**config.mk**
```make
export PLATFORM = sky130hd
export DESIGN_NAME = instr_fetch_seq
export DESIGN_NICKNAME = d
export VERILOG_FILES = /design/src/rtl/ifs_pkg.sv /design/src/rtl/ifs_ctrl.sv /design/src/rtl/ifs_dpath.sv /design/src/rtl/instr_fetch_seq.sv
export SDC_FILE = /design/constraint.sdc
export NUM_CORES = 1
export LEC_CHECK = 0
export BUFFER_PORTS_ARGS = -buffer_cell sky130_fd_sc_hd__buf_2
export CAP_MARGIN = 0
export CORE_MARGIN = 8
export CORE_UTILIZATION = 45
export CTS_BUF_LIST = sky130_fd_sc_hd__clkbuf_4 sky130_fd_sc_hd__clkbuf_8
export CTS_CLUSTER_SIZE = 24
export DETAILED_ROUTE_END_ITERATION = 16
export HOLD_SLACK_MARGIN = 0.02
export PLACE_DENSITY = 0.65
export SETUP_SLACK_MARGIN = 0.2
export SLEW_MARGIN = 20
export SYNTH_ARGS = -nofsm -noshare
export SYNTH_HDL_FRONTEND = slang
export SYNTH_SLANG_ARGS = --single-unit
```
**constraint.sdc**
```tcl
create_clock -name clk -period 3.7 [get_ports clk]
set_input_delay 0.74 -clock clk [delete_from_list [all_inputs] [get_ports clk]]
set_output_delay 0.74 -clock clk [all_outputs]
set_load 0.005 [all_outputs]
```
**src/rtl/ifs_pkg.sv**
```systemverilog
package ifs_pkg;

  // Strobes handed from the control to the datapath each cycle
  typedef struct packed {
    logic emit;      // a record is presented this cycle
    logic pair;      // the record combines a held leading word with this word
    logic nop;       // the record must execute as a no-operation
    logic load;      // hold the current word as a leading word
    logic redirect;  // load the PC with a new target at the next edge
    logic selJump;   // target is the absolute jump target, else the branch target
  } ifsStrobes_t;

  // What the control decided to do with the word in the data stage
  typedef enum logic [2:0] {
    K_IDLE,
    K_PAIR,
    K_SKIPPED,
    K_HEAD,
    K_ORPHAN,
    K_SINGLE
  } wordKind_t;

  localparam logic [3:0] TAIL_NIB = 4'hF;

  // h carries instruction bits 15:6
  function automatic logic jumpHead(input logic [9:0] h);
    return (h[9:2] == 8'hEF) || (h[9:3] == 7'b1110110);
  endfunction

  function automatic logic pairHead(input logic [9:0] h);
    return jumpHead(h) || (h[9:6] == 4'hC) || (h == 10'b1110111000);
  endfunction

endpackage

```
**src/rtl/ifs_ctrl.sv**
```systemverilog
module ifs_ctrl
  import ifs_pkg::*;
(
  input  logic        clk,
  input  logic        rstN,
  input  logic [9:0]  headBits,
  input  logic        skip,
  input  logic        branchEn,
  output ifsStrobes_t st
);

  logic      dataValid;
  logic      holdFirst;
  logic      heldJump;
  logic      skipPending;
  logic      isHead;
  logic      isJumpHead;
  logic      isTail;
  wordKind_t kind;

  always_comb begin
    isHead     = pairHead(headBits);
    isJumpHead = jumpHead(headBits);
    isTail     = (headBits[9:6] == TAIL_NIB);
  end

  // Classify the word in the data stage; a held leading word takes priority,
  // then a pending skip, then the word's own encoding.
  always_comb begin
    if (!dataValid)        kind = K_IDLE;
    else if (holdFirst)    kind = K_PAIR;
    else if (skipPending)  kind = K_SKIPPED;
    else if (isHead)       kind = K_HEAD;
    else if (isTail)       kind = K_ORPHAN;
    else                   kind = K_SINGLE;
  end

  always_comb begin
    st = '0;
    unique case (kind)
      K_IDLE:    ;
      K_PAIR:    begin st.emit = 1'b1; st.pair = 1'b1; st.selJump = heldJump; end
      K_SKIPPED: begin st.emit = 1'b1; st.nop = 1'b1; end
      K_HEAD:    st.load = 1'b1;
      K_ORPHAN:  begin st.emit = 1'b1; st.nop = 1'b1; end
      K_SINGLE:  st.emit = 1'b1;
      default:   ;
    endcase
    // a completed jump pair beats a relative branch request
    st.redirect = st.selJump | (st.emit & branchEn);
  end

  always_ff @(posedge clk or negedge rstN) begin
    if (!rstN) begin
      dataValid   <= 1'b0;
      holdFirst   <= 1'b0;
      heldJump    <= 1'b0;
      skipPending <= 1'b0;
    end else begin
      // the word arriving after a redirect was fetched from the old path
      dataValid <= !st.redirect;
      holdFirst <= st.load | (holdFirst & !dataValid);
      if (st.load) heldJump <= isJumpHead;
      if (st.redirect)                    skipPending <= 1'b0;
      else if (st.emit && skip)           skipPending <= 1'b1;
      else if (dataValid && !holdFirst)   skipPending <= 1'b0;
    end
  end

endmodule

```
**src/rtl/ifs_dpath.sv**
```systemverilog
module ifs_dpath
  import ifs_pkg::*;
#(
  parameter int          AW       = 21,
  parameter int          OW       = 11,
  parameter logic [AW-1:0] RESET_PC = '0
) (
  input  logic          clk,
  input  logic          rstN,
  input  ifsStrobes_t   st,
  input  logic [15:0]   memRdata,
  input  logic [OW-1:0] branchOff,
  output logic [AW-1:0] memAddr,
  output logic          instValid,
  output logic [15:0]   instWord,
  output logic [AW-1:0] instPc,
  output logic          instPair,
  output logic          instNop,
  output logic [23:0]   instOperand
);

  localparam logic [AW-1:0] STEP   = AW'(2);
  localparam int            EXT_W  = AW - OW - 1;

  logic [AW-1:0] pc;
  logic [AW-1:0] dataAddr;
  logic [15:0]   firstWord;
  logic [AW-1:0] firstAddr;
  logic [AW-1:0] jumpTarget;
  logic [AW-1:0] branchTarget;
  logic [AW-1:0] branchDelta;
  logic [AW-1:0] nextPc;

  // word offset doubled into a byte offset, sign-extended to the PC width
  assign branchDelta  = {{EXT_W{branchOff[OW-1]}}, branchOff, 1'b0};
  assign branchTarget = dataAddr + STEP + branchDelta;
  assign jumpTarget   = AW'({memRdata[11:0], firstWord[7:0], 1'b0});
  assign nextPc       = st.redirect ? (st.selJump ? jumpTarget : branchTarget)
                                    : pc + STEP;

  always_ff @(posedge clk or negedge rstN) begin
    if (!rstN) begin
      pc        <= RESET_PC;
      dataAddr  <= RESET_PC;
      firstWord <= '0;
      firstAddr <= RESET_PC;
    end else begin
      pc       <= nextPc;
      dataAddr <= pc;
      if (st.load) begin
        firstWord <= memRdata;
        firstAddr <= dataAddr;
      end
    end
  end

  always_comb begin
    memAddr   = pc;
    instValid = st.emit;
    instPair  = st.pair;
    instNop   = st.nop;
    instWord  = st.pair ? firstWord : memRdata;
    instPc    = st.pair ? firstAddr : dataAddr;
    if (st.pair)      instOperand = {memRdata[11:0], firstWord[11:0]};
    else if (st.nop)  instOperand = '0;
    else              instOperand = {12'h000, memRdata[11:0]};
  end

endmodule

```
**src/rtl/instr_fetch_seq.sv**
```systemverilog
module instr_fetch_seq
  import ifs_pkg::*;
#(
  parameter int            AW       = 21,
  parameter int            OW       = 11,
  parameter logic [AW-1:0] RESET_PC = '0
) (
  input  logic          clk,
  input  logic          rstN,
  output logic [AW-1:0] memAddr,
  input  logic [15:0]   memRdata,
  input  logic          skip,
  input  logic          branchEn,
  input  logic [OW-1:0] branchOff,
  output logic          instValid,
  output logic [15:0]   instWord,
  output logic [AW-1:0] instPc,
  output logic          instPair,
  output logic          instNop,
  output logic [23:0]   instOperand
);

  ifsStrobes_t st;

  ifs_ctrl u_ctrl (
    .clk      (clk),
    .rstN     (rstN),
    .headBits (memRdata[15:6]),
    .skip     (skip),
    .branchEn (branchEn),
    .st       (st)
  );

  ifs_dpath #(.AW(AW), .OW(OW), .RESET_PC(RESET_PC)) u_dpath (
    .clk         (clk),
    .rstN        (rstN),
    .st          (st),
    .memRdata    (memRdata),
    .branchOff   (branchOff),
    .memAddr     (memAddr),
    .instValid   (instValid),
    .instWord    (instWord),
    .instPc      (instPc),
    .instPair    (instPair),
    .instNop     (instNop),
    .instOperand (instOperand)
  );

endmodule

```
Word-level counts from Yosys, hierarchy flattened
Cells that the tools add are included.
{"block": "word_totals", "ff_bits": 83, "latchBits": 0, "ramBits": 0, "rom_bits": 0, "out_inout_bits": 85, "word_cells": 55, "memories": 0}
{"block": "classes", "addsub": 3, "n_mul": 0, "div_mod_pow": 0, "order_cmp": 0, "eq_ne": 10, "n_shift": 0, "n_mux": 19, "bitwise": 4, "reduce_logical": 11}
{"cell": "$mux W21", "count": 3}
{"cell": "$add A21 B2 Y21 const B", "count": 2}
{"cell": "$mux W24", "count": 1}
{"cell": "$add A21 B21 Y21", "count": 1}
{"cell": "$mux W16", "count": 1}
{"cell": "$mux W12", "count": 1}
{"cell": "$mux W3", "count": 4}
{"cell": "$eq A10 B10 Y1 const B", "count": 1}
{"cell": "$mux W1", "count": 9}
{"cell": "$eq A4 B4 Y1 const B", "count": 2}
{"cell": "$eq A8 B8 Y1 const B", "count": 1}
{"cell": "$eq A7 B7 Y1 const B", "count": 1}
{"cell": "$eq A3 B2 Y1 const B", "count": 2}
{"cell": "$eq A3 B3 Y1 const B", "count": 2}
{"cell": "$reduce_or A4 Y1", "count": 1}
{"cell": "$eq A3 B1 Y1 const B", "count": 1}
{"cell": "$logic_not A1 Y1", "count": 3}
{"cell": "$logic_or A1 B1 Y1", "count": 3}
{"cell": "$reduce_bool A3 Y1", "count": 1}
{"cell": "$and A1 B1 Y1", "count": 2}
{"cell": "$logic_and A1 B1 Y1", "count": 2}
{"cell": "$or A1 B1 Y1", "count": 2}
{"cell": "$reduce_or A2 Y1", "count": 1}

Logic depth before layout (Yosys ltp)
Gate-level depths: netlist of run 1.
{"block": "logic_depth", "word_depth": 14, "ltp_mapped": 11}

Modules after synthesis
A second synthesis of run 1 with hierarchy kept.
{"block": "unflattened", "cells_unflattened": 503, "hier_area_um2": 5260.0}
{"module": "ifs_dpath", "instances": 1, "cells_each": 472, "area_each_um2": 4988.5, "seq_area_each_um2": 1976.9}
{"module": "ifs_ctrl", "instances": 1, "cells_each": 31, "area_each_um2": 271.5, "seq_area_each_um2": 100.1}

Worst setup path after synthesis of run 1
Ideal clock, no wire load.
{"block": "synth_path", "kind": "input-to-reg", "startpoint": "input branchOff[1]", "endpoint": "register u_dpath.pc[18] (netlist: u_dpath.memAddr[18])", "arrival_ps": 2837, "required_ps": 3559, "path_slack_ps": 722, "stages": 9, "cell_sequence": "ha_1 > ha_1 > fa_1 > a211oi_1 > o311a_1 > o21ai_0 > a221oi_1 > mux2i_1 > a211oi_1"}
{"block": "synth_via", "elab_chain_cells": 3}
{"element": "from (decl)", "line_no": "instr_fetch_seq.sv:14", "text": "input logic [OW-1:0] branchOff,"}
{"element": "$add A21 B21 Y21", "line_no": "ifs_dpath.sv:36", "text": "assign branchTarget = dataAddr + STEP + branchDelta;"}
{"element": "$mux W21 (2 in series)", "line_no": "ifs_dpath.sv:38", "text": "assign nextPc = st.redirect ? (st.selJump ? jumpTarget : branchTarget)"}
{"element": "net u_dpath.nextPc[18]", "line_no": "ifs_dpath.sv:32", "text": "logic [AW-1:0] nextPc;"}
{"element": "to (signal assigned)", "line_no": "ifs_dpath.sv:48", "text": "pc <= nextPc;"}
{"element": "to (decl)", "line_no": "ifs_dpath.sv:25", "text": "logic [AW-1:0] pc;"}
The timed path passes the listed nets, and every way through them passes these cells.
A chain may end at the register's enable or synchronous reset.

Worst setup path in the final report of run 1
Same ends and word-level chain as after synthesis.

==> out/qor.txt, run 1 <==
drt drc: 0
Post-Route WL: 13950 um
first-pass GRT wire length: 22840 um
ant diodes: 0
pin count of the biggest net entering global routing: 84
Syn Nets: 561
Final min period: 3.027 ns
CTS tree: built
I/O pin total: 116
CTS Sinks: 83
Die Area: 15250 um2
FF-to-FF Start: u_dpath.dataAddr[2]
WL/cell: 18.62 um
Clock Skew: 0.008413 ns
fin crit share: 81.82%
Root Buffer: clkbuf_8
Overall Global Routing Usage: 19.06%
status: finished clean
R2R cell count: 9
worst-margin pin slew: 0.7795 ns
Comb pwr share: 50.9%
Die H: 123.5 um
vias in the first global route: 4427
Post-DP HPWL: 10470 um
worst r2r dst: u_dpath.memAddr[18]
uppermost layer routed: met4
FILL cells: 1057
GPL Wtd Cong: 0.8211
Final Hold Violating Endpoints: 0
via count: 4223
starting density of the core: 45.75%
max-slew violation count: 0
dpl ws: 0.2819 ns
clk slew on worst S/H paths: 0.08 ns
Post-Syn Area per Cell: 10.59 um2
Final WS setup: 0.6726 ns
Worst Path Required: 3.92 ns
CTS resizes: 0
H-tree depth: 3
cell internal pwr: 0.002716 W
Die Wd: 123.5 um
Post-DRT Antenna Nets: 0
Ys Warns: 0
initial antenna violation count: 0
CTS Buf Count: 9
critical path launch point: branchOff[1]
met3 wire len: 713 um
CP endpoint: u_dpath.memAddr[18]
TritonRoute pass-1 iters: 4
Layout Nets: 672
LEAKAGE: 2.839 nW
DRT iter0 DRCs: 214
CP endpoint kind: flip-flop
routed wl met2: 6842 um
cell count after synthesis: 491
Via density: 5.638
flop2flop setup slack: 0.75 ns
share of cells above drive strength 1: 36.63%
Slew HR: 47.97%
Max VDD drop: 346.7 uV
clock share of power: 13.1%
Post-Syn Area: 5201 um2
Setup Fix Bufs, Post-CTS: 0
synthesis-stage register bit count: 83
endpoints failing setup: 0
switching power total: 0.001870 W
clk_lat worst skew: 0.37 ns
worst-path fanout max: 5
Max Fclk: 0.3303 GHz
total grt overflow: 0
Max clock buf depth: 2
CP Data Arrival Time: 3.25 ns
Cell variety after synth: 53
switching portion of total power: 40.77%
Max Cap Viol: 0
# rows: 39
startpoint types: input port
Fin Setup TNS: 0 ns
WS Path Type: input port to flip-flop
Layout Area Growth over Synthesis: 16.84%
Synth async-reset ratio: 100.0%
sequential-to-total area share from yosys stat: 39.93%
register share of total power: 36.0%
Tot Pwr: 0.004586 W
port buffer count: 115
main flop type after synthesis: dfrtp_1
pwr dens: 754.6 nW/um2
DRT met1 WL: 6186 um
Core ar.: 11370 um2
hold_buf cts: 0
min-delay worst type: input port to asynchronous set/reset pin
Post-synth EDFFs: 0
unrepaired setup endpoints after global routing: false
==> cell usage after synthesis, drive strengths merged (2+ instances only) <==
cell type	n	area (um2)
a211oi	6	45.04
a21o	7	52.55
a21oi	30	153.9
a221oi	5	43.79
a31oi	3	18.77
and2	2	15.02
and3	20	125.1
buf	7	52.54
clkbuf	14	52.55
dfrtp	83	2077
ha	38	475.5
inv	5	18.77
mux2	73	825.8
mux2i	5	50.05
nand2	32	122.6
nand2b	3	18.77
nand3	13	65.06
nand3b	2	15.01
nand4	7	43.79
nor2	31	118.9
nor2b	2	12.51
nor3	4	20.02
o211ai	4	30.03
o21a	15	112.6
o21ai	22	113.9
o22ai	2	12.51
o2bb2ai	3	26.28
o31ai	2	15.01
or2	4	25.02
xnor2	15	131.4
xor2	18	157.7
==> layout make-up <==
| type | instances | area, um2 | share of cell area (%) |
|---|---|---|---|
| multi-input cells | 382 | 3008 | 49.50 |
| repair buffers | 121 | 626.9 | 10.32 |
| flip-flops and latches | 83 | 2077 | 34.18 |
| clock inverters | 3 | 15.01 | 0.2471 |
| inverters | 5 | 18.77 | 0.3088 |
| clock buffers | 12 | 152.6 | 2.512 |
| well taps | 143 | 178.9 | 2.944 |
==> placed cells by master, fill, tap and decap left out, drive strengths merged, types with 4 or more instances in the layout <==
cell type	count
o211ai	4
inv	5
a21o	7
clkbuf	12
xor2	18
nand4	7
mux2	73
xnor2	15
nor3	4
and3	20
o21ai	22
nand3	13
mux2i	5
or2	4
nand2	32
o21a	15
dfrtp	83
a221oi	5
nor2	31
buf	121
a211oi	6
a21oi	30
ha	38
==> critical path: stages <==
cell and delay [ns]:
buf_2 0.10, ha_1 0.28, ha_1 0.24, fa_1 0.44
a211oi_1 0.40, o311a_1 0.32, o21ai_0 0.13, a221oi_1 0.32
mux2i_1 0.22, a211oi_1 0.06
==> registers in the layout, summed over array words and instances, names as in the netlist <==
| name | flops |
|---|---|
| u_dpath.firstWord | 16 |
| u_ctrl.dataValid | 1 |
| u_dpath.memAddr | 21 |
| u_ctrl.skipPending | 1 |
| u_dpath.dataAddr | 21 |
| u_ctrl.holdFirst | 1 |
| u_dpath.firstAddr | 21 |
| u_ctrl.heldJump | 1 |
==> metal layers <==
layer / vias up / GRT usage (%)
met3: 16 / 2.603
li1: 2032 / -
met5: - / 0
met4: 0 / 6.321
met2: 113 / 31.70
met1: 2062 / 25.03
==> power by group through the flow <==
stage               logic [W]  registers, W  clock network (W)
floorplan             0.00167       0.00156                  0
global placement      0.00230       0.00164                  0
detailed placement    0.00234       0.00167                  0
CTS                   0.00235       0.00165           0.000611
global route          0.00263       0.00171           0.000650
finish                0.00234       0.00165           0.000600
==> cells by family after synthesis <==
kind of cell	share of synthesized area, %
flops	39.93
fa+ha+maj	9.526
xor+xnor	5.557
mux	16.84
buf+inv	2.381
simple gates	12.39
compound gates	13.38
==> worst min path at each step <==
stage | start | endpoint | slack (ns) | depth (start not counted)
final | rstN | u_dpath.firstAddr[9] | 0.42 | 1
after floorplan | u_dpath.memAddr[0] | u_dpath.dataAddr[0] | 0.40 | 0
after global routing | u_dpath.memAddr[0] | u_dpath.dataAddr[0] | 0.43 | 0
after detailed placement | u_dpath.memAddr[0] | u_dpath.dataAddr[0] | 0.40 | 0
after global placement | u_dpath.memAddr[0] | u_dpath.dataAddr[0] | 0.40 | 0
after CTS | u_dpath.memAddr[0] | u_dpath.dataAddr[0] | 0.43 | 0
==> stage by stage <==
step	util [%]	area (um2)	cells	hold WS, ns
finish	53.45	6077	749	0.4234
global route	53.45	6077	749	0.4325
CTS	53.42	6073	749	0.4272
detailed placement	51.94	5906	734	0.3999
global placement	51.94	5906	734	0.4035
floorplan	-	5201	491	0.3956
No activity file was read; power rests on OpenSTA's default activity.
==> run 2, diff against run 1 <==
- clock period: 3.7 -> 2.8 ns (I/O delays scaled with it)
==> out/qor.txt, run 2 (same netlist as run 1, synthesis figures left out) <==
status: finished clean (unchanged)
total grt overflow: 0 (unchanged)
share of cells above drive strength 1: 41.40% (was 36.63%)
Max Fclk: 0.3987 GHz
LEAKAGE: 2.970 nW (was 2.839 nW)
Core Util, Final: 56.23% (was 53.45%)
Max clock buf depth: 2 (unchanged)
Post-Route WL: 14150 um (was 13950 um)
CTS tree: built (unchanged)
Multi-input gate area: 3094 um2 (was 3008 um2)
starting density of the core: 45.75% (unchanged)
commonest non-fill, non-tap cell in the layout: buf_2 (unchanged)
register area: 2078 um2 (was 2077 um2)
Overall Global Routing Usage: 19.08% (was 19.06%)
min-delay worst type: input port to asynchronous set/reset pin (unchanged)
WS Path Type: flip-flop to flip-flop (was input port to flip-flop)
pin count of the biggest net entering global routing: 84 (unchanged)
commonest cells after routing, fill and taps aside: buf_2 (114), dfrtp_1 (82), mux2_2 (72) (was buf_2 (114), dfrtp_1 (83), mux2_2 (72))
Finished Cell Area: 6394 um2 (was 6077 um2)
Root Buffer: clkbuf_8 (unchanged)
GPL Wtd Cong: 0.8850 (was 0.8211)
WL/cell: 18.35 um (was 18.62 um)
Slew HR: 45.23% (was 47.97%)
ant diodes: 0 (unchanged)
CP Data Arrival Time: 2.77 ns (was 3.25 ns)
initial antenna violation count: 0 (unchanged)
Post-DRT Antenna Nets: 0 (unchanged)
I/O pin total: 116 (unchanged)
Final min period: 2.508 ns
Max Cap Viol: 0 (unchanged)
DRT iter0 DRCs: 205 (was 214)
first-pass GRT wire length: 23070 um (was 22840 um)
Via density: 5.654 (was 5.638)
fin crit share: 89.59%
# rows: 39 (unchanged)
Post-DP HPWL: 10460 um (was 10470 um)
worst-path fanout max: 4 (was 5)
Die Wd: 123.5 um (unchanged)
drt drc: 0 (unchanged)
unrepaired setup endpoints after global routing: true (was false)
FILL cells: 1000 (was 1057)
Layout Area Growth over Synthesis: 22.93% (was 16.84%)
via count: 4359 (was 4223)
Max VDD drop: 440.7 uV (was 346.7 uV)
CP endpoint kind: flip-flop (unchanged)
CTS Sinks: 83 (unchanged)
Worst Path Required: 3.06 ns (was 3.92 ns)
worst-margin pin slew: 0.8195 ns (was 0.7795 ns)
Die Area: 15250 um2 (unchanged)
clk_lat worst skew: 0.36 ns (was 0.37 ns)
port buffer count: 115 (unchanged)
vias in the first global route: 4568 (was 4427)
hold_buf cts: 0 (unchanged)
startpoint types: flip-flop (was input port)
pwr dens: 1040 nW/um2 (was 754.6 nW/um2)
Final Hold Violating Endpoints: 0 (unchanged)
endpoints failing setup: 0 (unchanged)
Die H: 123.5 um (unchanged)
clk slew on worst S/H paths: 0.09 ns (was 0.08 ns)
TritonRoute pass-1 iters: 5 (was 4)
H-tree depth: 3 (unchanged)
Layout Nets: 693 (was 672)
Fin Setup TNS: 0 ns (unchanged)
max-slew violation count: 0 (unchanged)
Core ar.: 11370 um2 (unchanged)
CTS Buf Count: 9 (unchanged)
Clock Skew: 0.01282 ns (was 0.008413 ns)
DP Area: 6070 um2 (was 5906 um2)
[run 2: stage by stage]
stage	hold slack (ns)	power [W]	setup slack [ns]	std cells
after floorplan	0.2644	0.004302	0.2032	491
after global placement	0.4040	0.005403	-0.07098	752
after detailed placement	0.3914	0.005489	-0.07750	752
after CTS	0.2418	0.006520	0.2085	768
after global routing	0.2432	0.007165	0.1785	771
final	0.1997	0.006653	0.2916	771
[run 2: metal layers]
metal  GRT usage [%]  vias to the layer above  part of all wire [%]
li1                -                     2079                     -
met1           24.80                     2121                    45
met2           31.97                      145                    48
met3           2.694                       14                   5.7
met4           6.321                        0                   1.4
met5               0                        -                     0
[run 2: path summary, 6_finish.rpt]
kind	cells past startpoint	slack, ns	end	from
worst min register to register	0	0.41	u_dpath.dataAddr[0]	u_dpath.memAddr[0]
worst max-delay path	11	0.29	u_dpath.memAddr[14]	u_dpath.dataAddr[1]
min in group clk	0	0.41	u_dpath.dataAddr[0]	u_dpath.memAddr[0]
worst min-delay path	2	0.20	u_dpath.dataAddr[6]	rstN
max in group asynchronous	2	2.19	u_ctrl.holdFirst	rstN
worst max register to register	11	0.29	u_dpath.memAddr[14]	u_dpath.dataAddr[1]
[run 2: what timing repair did]
action / CTS / global route
gates cloned: 0 / 0
pin swaps: 1 / 8
resized for setup: 3 / 14
setup endpoints to repair: 20 / 19
buffers inserted: 0 / 3
[run 2: where the power goes]
part	internal [W]	switching, W
Sequential	0.00171	0.000481
Combinational	0.00177	0.00171
Clock	0.000527	0.000460
[run 2: cell type report]
cell class	instances	area share (%)
Clock inverter	6	1.389
Multi-Input combinational cell	382	48.40
Inverter	5	0.2935
Tap cell	143	2.798
Timing Repair Buffer	142	12.47
Sequential cell	83	32.50
Clock buffer	10	2.153
[run 2: worst max-delay path: stages, from the launching register on]
cell	delay (ns)
dfrtp_1	0.39
inv_2	0.07
ha_2	0.17
inv_2	0.04
ha_4	0.16
fa_2	0.37
a211oi_4	0.30
o311a_4	0.27
o31ai_2	0.07
a21oi_1	0.17
xor2_1	0.09
a221oi_1	0.30
